File: src/rtl/mul_pkg.sv
package mul_pkg;
  parameter int unsigned OP_W = 32;
endpackage

File: src/rtl/mul_ctrl.sv
module mul_ctrl #(
  parameter int unsigned W = mul_pkg::OP_W
) (
  input  logic clk_i,
  input  logic rst_ni,
  input  logic start_i,
  output logic load_o,
  output logic step_o,
  output logic busy_o,
  output logic done_o
);
  localparam int unsigned CNT_W = (W > 1) ? $clog2(W) : 1;
  localparam logic [CNT_W-1:0] LAST = CNT_W'(W - 1);

  logic             busy_q, done_q;
  logic [CNT_W-1:0] cnt_q;

  assign load_o = start_i & ~busy_q;
  assign step_o = busy_q;
  assign busy_o = busy_q;
  assign done_o = done_q;

  always_ff @(posedge clk_i or negedge rst_ni) begin
    if (!rst_ni) begin
      busy_q <= 1'b0;
      done_q <= 1'b0;
      cnt_q  <= '0;
    end else begin
      done_q <= 1'b0;
      if (load_o) begin
        busy_q <= 1'b1;
        cnt_q  <= '0;
      end else if (busy_q) begin
        cnt_q <= cnt_q + 1'b1;
        if (cnt_q == LAST) begin
          busy_q <= 1'b0;
          done_q <= 1'b1;
        end
      end
    end
  end
endmodule

File: src/rtl/mul_add.sv
module mul_add #(
  parameter int unsigned W = mul_pkg::OP_W
) (
  input  logic [W-1:0] acc_i,
  input  logic [W-1:0] addend_i,
  input  logic         en_i,
  output logic [W:0]   sum_o
);
  // carry kept as bit W
  assign sum_o = {1'b0, acc_i} + {1'b0, (en_i ? addend_i : '0)};
endmodule

File: src/rtl/mul_dpath.sv
module mul_dpath #(
  parameter int unsigned W = mul_pkg::OP_W
) (
  input  logic           clk_i,
  input  logic           rst_ni,
  input  logic           load_i,
  input  logic           step_i,
  input  logic [W-1:0]   mcand_i,
  input  logic [W-1:0]   mplier_i,
  output logic [2*W-1:0] prod_o
);
  localparam int unsigned PW = 2 * W;

  logic [W-1:0]  mcand_q;
  logic [PW-1:0] prod_q;
  logic [W:0]    sum;

  mul_add #(.W(W)) add_i (
    .acc_i   (prod_q[PW-1:W]),
    .addend_i(mcand_q),
    .en_i    (prod_q[0]),
    .sum_o   (sum)
  );

  always_ff @(posedge clk_i or negedge rst_ni) begin
    if (!rst_ni) begin
      mcand_q <= '0;
      prod_q  <= '0;
    end else if (load_i) begin
      mcand_q <= mcand_i;
      prod_q  <= {{W{1'b0}}, mplier_i};
    end else if (step_i) begin
      prod_q <= {sum, prod_q[W-1:1]};
    end
  end

  assign prod_o = prod_q;
endmodule

File: src/rtl/shift_add_mul.sv
module shift_add_mul #(
  parameter int unsigned W = mul_pkg::OP_W
) (
  input  logic           clk_i,
  input  logic           rst_ni,
  input  logic           start_i,
  input  logic [W-1:0]   mcand_i,
  input  logic [W-1:0]   mplier_i,
  output logic           busy_o,
  output logic           done_o,
  output logic [2*W-1:0] product_o
);
  logic load, step;

  mul_ctrl #(.W(W)) ctrl_i (
    .clk_i  (clk_i),
    .rst_ni (rst_ni),
    .start_i(start_i),
    .load_o (load),
    .step_o (step),
    .busy_o (busy_o),
    .done_o (done_o)
  );

  mul_dpath #(.W(W)) dpath_i (
    .clk_i   (clk_i),
    .rst_ni  (rst_ni),
    .load_i  (load),
    .step_i  (step),
    .mcand_i (mcand_i),
    .mplier_i(mplier_i),
    .prod_o  (product_o)
  );
endmodule

File: config.mk
export PLATFORM = sky130hd
export DESIGN_NAME = shift_add_mul
export DESIGN_NICKNAME = d
export VERILOG_FILES = /design/src/rtl/mul_pkg.sv /design/src/rtl/mul_ctrl.sv /design/src/rtl/mul_add.sv /design/src/rtl/mul_dpath.sv /design/src/rtl/shift_add_mul.sv
export SDC_FILE = /design/constraint.sdc
export NUM_CORES = 1
export LEC_CHECK = 0
export BUFFER_PORTS_ARGS = -buffer_cell sky130_fd_sc_hd__buf_4
export CELL_PAD_IN_SITES_DETAIL_PLACEMENT = 1
export CELL_PAD_IN_SITES_GLOBAL_PLACEMENT = 1
export CORE_MARGIN = 3
export CORE_UTILIZATION = 45
export DETAILED_ROUTE_END_ITERATION = 7
export PLACE_DENSITY_LB_ADDON = 0.1
export SYNTH_ARGS = -nofsm -noshare
export SYNTH_HDL_FRONTEND = slang
export SYNTH_SLANG_ARGS = --single-unit
File: constraint.sdc
create_clock -name clk_i -period 7.6 [get_ports clk_i]
set_input_delay 0.76 -clock clk_i [delete_from_list [all_inputs] [get_ports clk_i]]
set_output_delay 0.76 -clock clk_i [all_outputs]
set_load 0.02 [all_outputs]
==> results of run 1 <==
-- power by group through the flow --
stage / Clock (uW) / Sequential (uW) / Combinational, uW
final: 461 / 1060 / 1900
after global routing: 500 / 1100 / 2110
after CTS: 474 / 1060 / 1920
after detailed placement: 0 / 1070 / 1900
after global placement: 0 / 1050 / 1830
after floorplan: 0 / 1190 / 1130
-- layout by cell type, fill, tap and decap left out, types with 6 or more instances in the layout --
cell type	instances
sky130_fd_sc_hd__buf_4	136
sky130_fd_sc_hd__dfrtp_1	102
sky130_fd_sc_hd__nand2_1	88
sky130_fd_sc_hd__o21ai_0	74
sky130_fd_sc_hd__a21oi_1	36
sky130_fd_sc_hd__ha_1	34
sky130_fd_sc_hd__and2_1	32
sky130_fd_sc_hd__mux2i_1	32
sky130_fd_sc_hd__mux2_2	32
sky130_fd_sc_hd__inv_1	15
sky130_fd_sc_hd__nor2_1	15
sky130_fd_sc_hd__nand3_1	12
sky130_fd_sc_hd__xor2_1	10
sky130_fd_sc_hd__a21o_1	9
sky130_fd_sc_hd__clkbuf_16	9
sky130_fd_sc_hd__xnor2_1	8
sky130_fd_sc_hd__and3_1	6
sky130_fd_sc_hd__nand2b_1	6
sky130_fd_sc_hd__a211o_1	6
-- cell type report --
cell class | instances | area, um^2
sequential | 103 | 2580
clock inverter | 7 | 61.3
tap | 172 | 215
clock buffer | 9 | 225
multi-input combinational | 471 | 3260
inverter | 15 | 56.3
fill | 1457 | 5410
timing repair buffer | 136 | 1020
-- worst paths after layout --
path | to | slack [ps]
max | dpath_i.prod_o[61]$_DFFE_PN0P_ | 3810
min | dpath_i.prod_o[39]$_DFFE_PN0P_ | 340
max reg2reg | dpath_i.prod_o[61]$_DFFE_PN0P_ | 3810
min reg2reg | dpath_i.mcand_q[19]$_DFFE_PN0P_ | 500
max in group asynchronous | ctrl_i.busy_o$_DFF_PN0_ | 5990
min in group clk_i | dpath_i.mcand_q[19]$_DFFE_PN0P_ | 500
-- flip-flops by register name, indices dropped and copies added (netlist names) --
signal	count
ctrl_i.busy_o	1
ctrl_i.done_o	1
dpath_i.prod_o	64
ctrl_i.cnt_q	5
dpath_i.mcand_q	32
-- metal layers --
layer  up-vias  share of wire, %  wire length [um]
li1       2446                 -                 -
met1      2538                42              6900
met2       117                50              8160
met3        20               6.1               992
met4         0               1.4               230
met5         -                 0                 0
-- critical path, cell delays in order, from the launching register on --
cell	delay (ps)
sky130_fd_sc_hd__dfrtp_1	1050
sky130_fd_sc_hd__and2_1	280
sky130_fd_sc_hd__ha_1	250
sky130_fd_sc_hd__inv_1	80
sky130_fd_sc_hd__fa_1	390
sky130_fd_sc_hd__nand2b_1	200
sky130_fd_sc_hd__a21oi_1	280
sky130_fd_sc_hd__o211ai_1	170
sky130_fd_sc_hd__a211o_1	360
sky130_fd_sc_hd__a21oi_1	220
sky130_fd_sc_hd__o31ai_1	110
sky130_fd_sc_hd__o221a_2	270
-- cells by family after synthesis --
| family | count (synthesis) | synth area share (%) |
|---|---|---|
| muxes | 64 | 11.3 |
| buffers and inverters | 44 | 2.86 |
| and+or+nand+nor | 185 | 14.9 |
| DFF | 103 | 42.9 |
| AOI/OAI and AO/OA | 169 | 17.9 |
| adders and majority gates | 35 | 7.42 |
| xor gates and xnor gates | 18 | 2.63 |
-- through the flow --
step           power (uW)  util (%)  setup WS, ps  hold WS, ps
2_1_floorplan        2310         -          4920          464
3_3_place_gp         2880      55.6          4100          483
3_5_place_dp         2960      55.6          3780          491
4_1_cts              3450      57.8          3770          338
5_1_grt              3710      57.8          3460          359
6_report             3420      57.8          3810          335
==> run summary, run 1 <==
LOGIC SYNTHESIS
--------------------------------------------------------------------------------------
Fraction of post-synthesis cell area in the top cell type by area                42.9%
Cells after synthesis                                                              618
Total of warnings raised by yosys                                                    0
Synth Flop Type                                                           sky130_fd_sc_hd__dfrtp_1
Syn Std Cell Area                                                            6000 um^2
Synth cell count leaders                                                  103 x sky130_fd_sc_hd__dfrtp_1, 88 x sky130_fd_sc_hd__nand2_1, 74 x sky130_fd_sc_hd__o21ai_0
Fraction of the yosys area taken by sequential cells                             42.9%
Number of distinct standard cells referenced by the synthesized netlist             57
Cell with the most instances after synthesis                              sky130_fd_sc_hd__dfrtp_1
Yosys top cell by area                                                    sky130_fd_sc_hd__dfrtp_1
EDFF count, synth                                                                    0
Synthesized netlist net count                                                      720
Largest cells by area after synthesis                                     sky130_fd_sc_hd__dfrtp_1 43%, sky130_fd_sc_hd__ha_1 7.1%, sky130_fd_sc_hd__o21ai_0 6.2%
Fraction of synthesis flops using an asynchronous set or reset pin                100%
Post-Syn Area per Cell                                                       9.71 um^2
Yosys reg bits                                                                     103

CLOCKING
--------------------------------------------------------------------------------------
Post-CTS setup buffer count                                                          0
Clock transition at the registers of the reported paths                          80 ps
Number of levels the H-tree was split into                                           3
CTS buffer count                                                                     9
Number of gates given a new drive strength after cts                                 0
Clock sink count                                                                   103
Root Driver                                                               sky130_fd_sc_hd__clkbuf_16
Deepest clock path buffer count                                                      2
Clock tree from TritonCTS                                                          yes
Worst-skew pair later-pin latency                                               370 ps
Number of buffers inserted by hold repair at cts                                     0

DIE
--------------------------------------------------------------------------------------
Top-level port count                                                               133
Effective utilization at floorplan                                               46.8%
Floorplan die area                                                         14,800 um^2
Placement row count                                                                 41
Y dimension of the die                                                          122 um
Area of the core                                                           12,800 um^2
Floorplan die width                                                             122 um

PLACEMENT
--------------------------------------------------------------------------------------
Weighted congestion at the end of routability-driven global placement            0.894
Placed cell count                                                                  897
Half-perimeter wire length after placement                                   11,700 um
# port buffers                                                                     132
Instance area after placement                                                7130 um^2

CRITICAL PATH
--------------------------------------------------------------------------------------
Worst setup path category                                                   reg -> reg
Critical path fanouts, max                                                          34
Setup crit end kind                                                           register
FF-to-FF Start                                                            dpath_i.prod_o[0]$_DFFE_PN0P_
Length in cells of the worst reg-to-reg path                                        11
Required time reported for the critical path endpoint                          7850 ps
Worst path arrival time                                                        4040 ps
Critical path startpoint category                                             register
Start point of the critical path                                          dpath_i.prod_o[0]$_DFFE_PN0P_

WORST HOLD PATH
--------------------------------------------------------------------------------------
Type of the most critical hold path                                        in -> async

GLOBAL ROUTE
--------------------------------------------------------------------------------------
GR Layer Usage met1                                                              27.9%
Pin count of the biggest net entering global routing                                88
Global-route track usage on met2                                                 40.0%
Peak-usage layer in the global routing report                                     met2
Remaining global-route overflow                                                      0
Wire length of the first global-routing pass                                 27,300 um
Vias in the first global route                                                   5,471
Number of antenna violations at the first check in global routing                    0
Met3 usage in global routing                                                     7.55%
Total routing resource utilization after global routing                          23.2%

POWER AND IR DROP
--------------------------------------------------------------------------------------
Fraction of power spent switching nets                                           45.1%
Internal Pwr Total                                                             1880 uW
Pwr Density                                                                461 nW/um^2
Net switching power                                                            1540 uW
Clk network pwr share                                                            13.5%
Sequential share of power                                                        30.9%
Leakage dissipation                                                         0.00354 uW
Share of total power in combinational logic                                      55.6%
Worst vdd rail ir drop                                                      0.000196 V

TIMING
--------------------------------------------------------------------------------------
Pin slew with the least headroom to its limit                                  1070 ps
Slew margin rel.                                                                 28.6%
Fmax                                                                           264 MHz
Total Neg Setup Slack                                                             0 ps
Final Max Tran Viols                                                                 0
Time the final worst path needs with I/O delays and setup                      3790 ps
Unrepaired setup endpoints after global routing                                  false
Count of endpoints failing hold in the final timing report                           0
Clock skew                                                                     13.9 ps
Period utilisation layout                                                        49.9%
Number of setup violations in the final report                                       0

ROUTING
--------------------------------------------------------------------------------------
Wire per inst                                                                  17.8 um
DRC                                                                                  0
Number of optimization iterations in the first detailed-route pass                   4
Via count                                                                        5,121
Residual antenna-violating net count after detailed routing                          0
Starting DRT DRC Count                                                             160
Vias per cell                                                                     5.61
WL final                                                                     16,300 um

FLOW RUN
--------------------------------------------------------------------------------------
Number of violations of the max-capacitance limit                                    0

LAYOUT
--------------------------------------------------------------------------------------
Synth-to-layout area growth                                                      23.6%
Post-route cell area                                                         7420 um^2
Final cell count without fillers                                                   913
Antenna diode count                                                                  0
# nets final                                                                       838
Share of layout cells above drive strength 1                                     26.6%

RUN STATUS
--------------------------------------------------------------------------------------
Result of the run                                                         finished clean

Note: power is estimated with default switching activity, not from simulation.
==> run 2: changes to the inputs <==
CORE_UTILIZATION = 42   (was 45)
clock period = 3.5 ns   (was 7.6 ns; I/O delays follow)
==> run 2 against run 1 <==
Sequential power up 120%. Flip-flop and latch count unchanged. Highest routed layer unchanged. Worst setup slack worse by 3400 ps.
==> run summary, run 2 (same netlist as run 1, synthesis figures left out) <==
RUN STATUS
------------------------------------------------------------------------------------
Result of the run                                                       finished clean   unchanged

DIE
------------------------------------------------------------------------------------
Floorplan die width                                                           126 um   was 122 um
Y dimension of the die                                                        126 um   was 122 um
Placement row count                                                               43   was 41
Floorplan die area                                                       15,800 um^2   was 14,800 um^2
Effective utilization at floorplan                                             43.1%   was 46.8%
Area of the core                                                         13,900 um^2   was 12,800 um^2
Top-level port count                                                             133   unchanged

POWER AND IR DROP
------------------------------------------------------------------------------------
Leakage dissipation                                                       0.00358 uW   was 0.00354 uW
Worst vdd rail ir drop                                                    0.000372 V   was 0.000196 V
Pwr Density                                                             1000 nW/um^2   was 461 nW/um^2

CLOCKING
------------------------------------------------------------------------------------
Number of buffers inserted by hold repair at cts                                   0   unchanged
Root Driver                                                             sky130_fd_sc_hd__clkbuf_16   unchanged
Number of levels the H-tree was split into                                         3   unchanged
Worst-skew pair later-pin latency                                             360 ps   was 370 ps
Number of gates given a new drive strength after cts                               0   unchanged
Clock transition at the registers of the reported paths                        70 ps   was 80 ps
Clock tree from TritonCTS                                                        yes   unchanged
Post-CTS setup buffer count                                                        0   unchanged
Clock sink count                                                                 103   unchanged
CTS buffer count                                                                   9   unchanged
Deepest clock path buffer count                                                    2   unchanged

ROUTING
------------------------------------------------------------------------------------
DRC                                                                                0   unchanged
Starting DRT DRC Count                                                           195   was 160
Wire per inst                                                                18.3 um   was 17.8 um
Residual antenna-violating net count after detailed routing                        0   unchanged
WL final                                                                   17,000 um   was 16,300 um
Number of optimization iterations in the first detailed-route pass                 4   unchanged
Vias per cell                                                                   5.54   was 5.61
Via count                                                                      5,124   was 5,121

GLOBAL ROUTE
------------------------------------------------------------------------------------
Met3 usage in global routing                                                   5.55%   was 7.55%
Number of antenna violations at the first check in global routing                  0   unchanged
Global-route track usage on met2                                               38.6%   was 40.0%
Remaining global-route overflow                                                    0   unchanged
GR Layer Usage met1                                                            27.5%   was 27.9%
Pin count of the biggest net entering global routing                              66   was 88
Vias in the first global route                                                 5,668   was 5,471
Peak-usage layer in the global routing report                                   met2   unchanged
Total routing resource utilization after global routing                        22.1%   was 23.2%
Wire length of the first global-routing pass                               28,500 um   was 27,300 um

PLACEMENT
------------------------------------------------------------------------------------
Half-perimeter wire length after placement                                 12,500 um   was 11,700 um
Placed cell count                                                                909   was 897
Weighted congestion at the end of routability-driven global placement          0.843   was 0.894
# port buffers                                                                   132   unchanged

TIMING
------------------------------------------------------------------------------------
Fmax                                                                         319 MHz   was 264 MHz
Total Neg Setup Slack                                                           0 ps   unchanged
Slew margin rel.                                                               41.1%   was 28.6%
Clock skew                                                                   11.6 ps   was 13.9 ps
Unrepaired setup endpoints after global routing                                false   unchanged
Number of setup violations in the final report                                     0   unchanged
Worst slack on hold paths                                                    96.8 ps   was 335 ps
Period utilisation layout                                                      89.5%   was 49.9%
Pin slew with the least headroom to its limit                                 883 ps   was 1070 ps
Time the final worst path needs with I/O delays and setup                    3130 ps   was 3790 ps
Count of endpoints failing hold in the final timing report                         0   unchanged
Final Max Tran Viols                                                               0   unchanged

CRITICAL PATH
------------------------------------------------------------------------------------
Setup crit end kind                                                         register   unchanged
Critical path startpoint category                                           register   unchanged
Worst R2R Setup Slack                                                         370 ps   was 3810 ps
Length in cells of the worst reg-to-reg path                                      12   was 11
Worst R2R End                                                           dpath_i.prod_o[61]$_DFFE_PN0P_   unchanged
Worst setup path category                                                 reg -> reg   unchanged
FF-to-FF Start                                                          dpath_i.prod_o[0]$_DFFE_PN0P_   unchanged
Worst path arrival time                                                      3380 ps   was 4040 ps
Critical path fanouts, max                                                        21   was 34
Required time reported for the critical path endpoint                        3750 ps   was 7850 ps

LAYOUT
------------------------------------------------------------------------------------
# nets final                                                                     842   was 838
Synth-to-layout area growth                                                    25.0%   was 23.6%
Largest register FFs                                                              64   unchanged
Share of layout cells above drive strength 1                                   27.0%   was 26.6%
Final cell count without fillers                                                 925   was 913
Most common cell after layout, fill and taps aside                      sky130_fd_sc_hd__buf_4   unchanged
Filler cell count                                                              1,597   was 1,457
Antenna diode count                                                                0   unchanged
Commonest cells after routing, fill and taps aside                      138 x sky130_fd_sc_hd__buf_4, 102 x sky130_fd_sc_hd__dfrtp_1, 88 x sky130_fd_sc_hd__nand2_1   was 136 x sky130_fd_sc_hd__buf_4, 102 x sky130_fd_sc_hd__dfrtp_1, 88 x sky130_fd_sc_hd__nand2_1

WORST HOLD PATH
------------------------------------------------------------------------------------
Type of the most critical hold path                                      in -> async   unchanged

FLOW RUN
------------------------------------------------------------------------------------
Number of violations of the max-capacitance limit                                  0   unchanged

[run 2: changes by cell type in the layout (fill, tap and decap cells not counted), sizes merged]
cell      delta
bufinv       +1
clkinvlp     -1
buf          +4
[run 2: layer usage]
metal / vias to the layer above / wire, um
li1: 2447 / -
met1: 2558 / 7220
met2: 105 / 8700
met3: 14 / 853
met4: 0 / 174
met5: - / 0
[run 2: layout make-up]
type | count | area, um^2 | area share [%]
Inverter | 15 | 56.3 | 0.750
Clock inverter | 7 | 77.6 | 1.03
Clock buffer | 9 | 225 | 3.00
Timing Repair Buffer | 140 | 1080 | 14.3
Sequential cell | 103 | 2580 | 34.4
Tap cell | 180 | 225 | 3.00
Multi-Input combinational cell | 471 | 3260 | 43.5
[run 2: worst max-delay path, cell delays in order (launching register included)]
cell and delay [ps]:
sky130_fd_sc_hd__dfrtp_1 330, sky130_fd_sc_hd__buf_4 220, sky130_fd_sc_hd__and2_1 160, sky130_fd_sc_hd__ha_1 200, sky130_fd_sc_hd__inv_1 70, sky130_fd_sc_hd__fa_1 390
sky130_fd_sc_hd__nand2b_1 190, sky130_fd_sc_hd__a21oi_1 270, sky130_fd_sc_hd__o211ai_1 180, sky130_fd_sc_hd__a211o_1 370, sky130_fd_sc_hd__a21oi_1 250, sky130_fd_sc_hd__o31ai_1 120
sky130_fd_sc_hd__o221a_2 270
[run 2: how the worst max path moves through the flow]
stage / from / to / slack [ps] / depth (start not counted)
floorplan: dpath_i.prod_o[0]$_DFFE_PN0P_ / dpath_i.prod_o[56]$_DFFE_PN0P_ / 820 / 11
detailed placement: dpath_i.prod_o[0]$_DFFE_PN0P_ / dpath_i.prod_o[61]$_DFFE_PN0P_ / 360 / 12
global route: dpath_i.prod_o[0]$_DFFE_PN0P_ / dpath_i.prod_o[61]$_DFFE_PN0P_ / 150 / 12
finish: dpath_i.prod_o[0]$_DFFE_PN0P_ / dpath_i.prod_o[61]$_DFFE_PN0P_ / 370 / 12
global placement: dpath_i.prod_o[0]$_DFFE_PN0P_ / dpath_i.prod_o[61]$_DFFE_PN0P_ / 530 / 12
CTS: dpath_i.prod_o[0]$_DFFE_PN0P_ / dpath_i.prod_o[61]$_DFFE_PN0P_ / 330 / 12
[run 2: metrics by stage]
stage,total power [uW],worst slack [ps],cell area (um^2),utilization (%)
finish,7530,366,7500,53.8
global route,8160,151,7500,53.8
CTS,7620,333,7500,53.8
detailed placement,6520,355,7200,51.7
global placement,6330,533,7200,51.7
floorplan,5030,816,6000,-
[run 2: power breakdown]
part / switching [uW] / total (uW) / internal, uW
logic: 2390 / 4190 / 1800
registers: 493 / 2290 / 1800
clock network: 482 / 1050 / 565
total: 3360 / 7530 / 4170
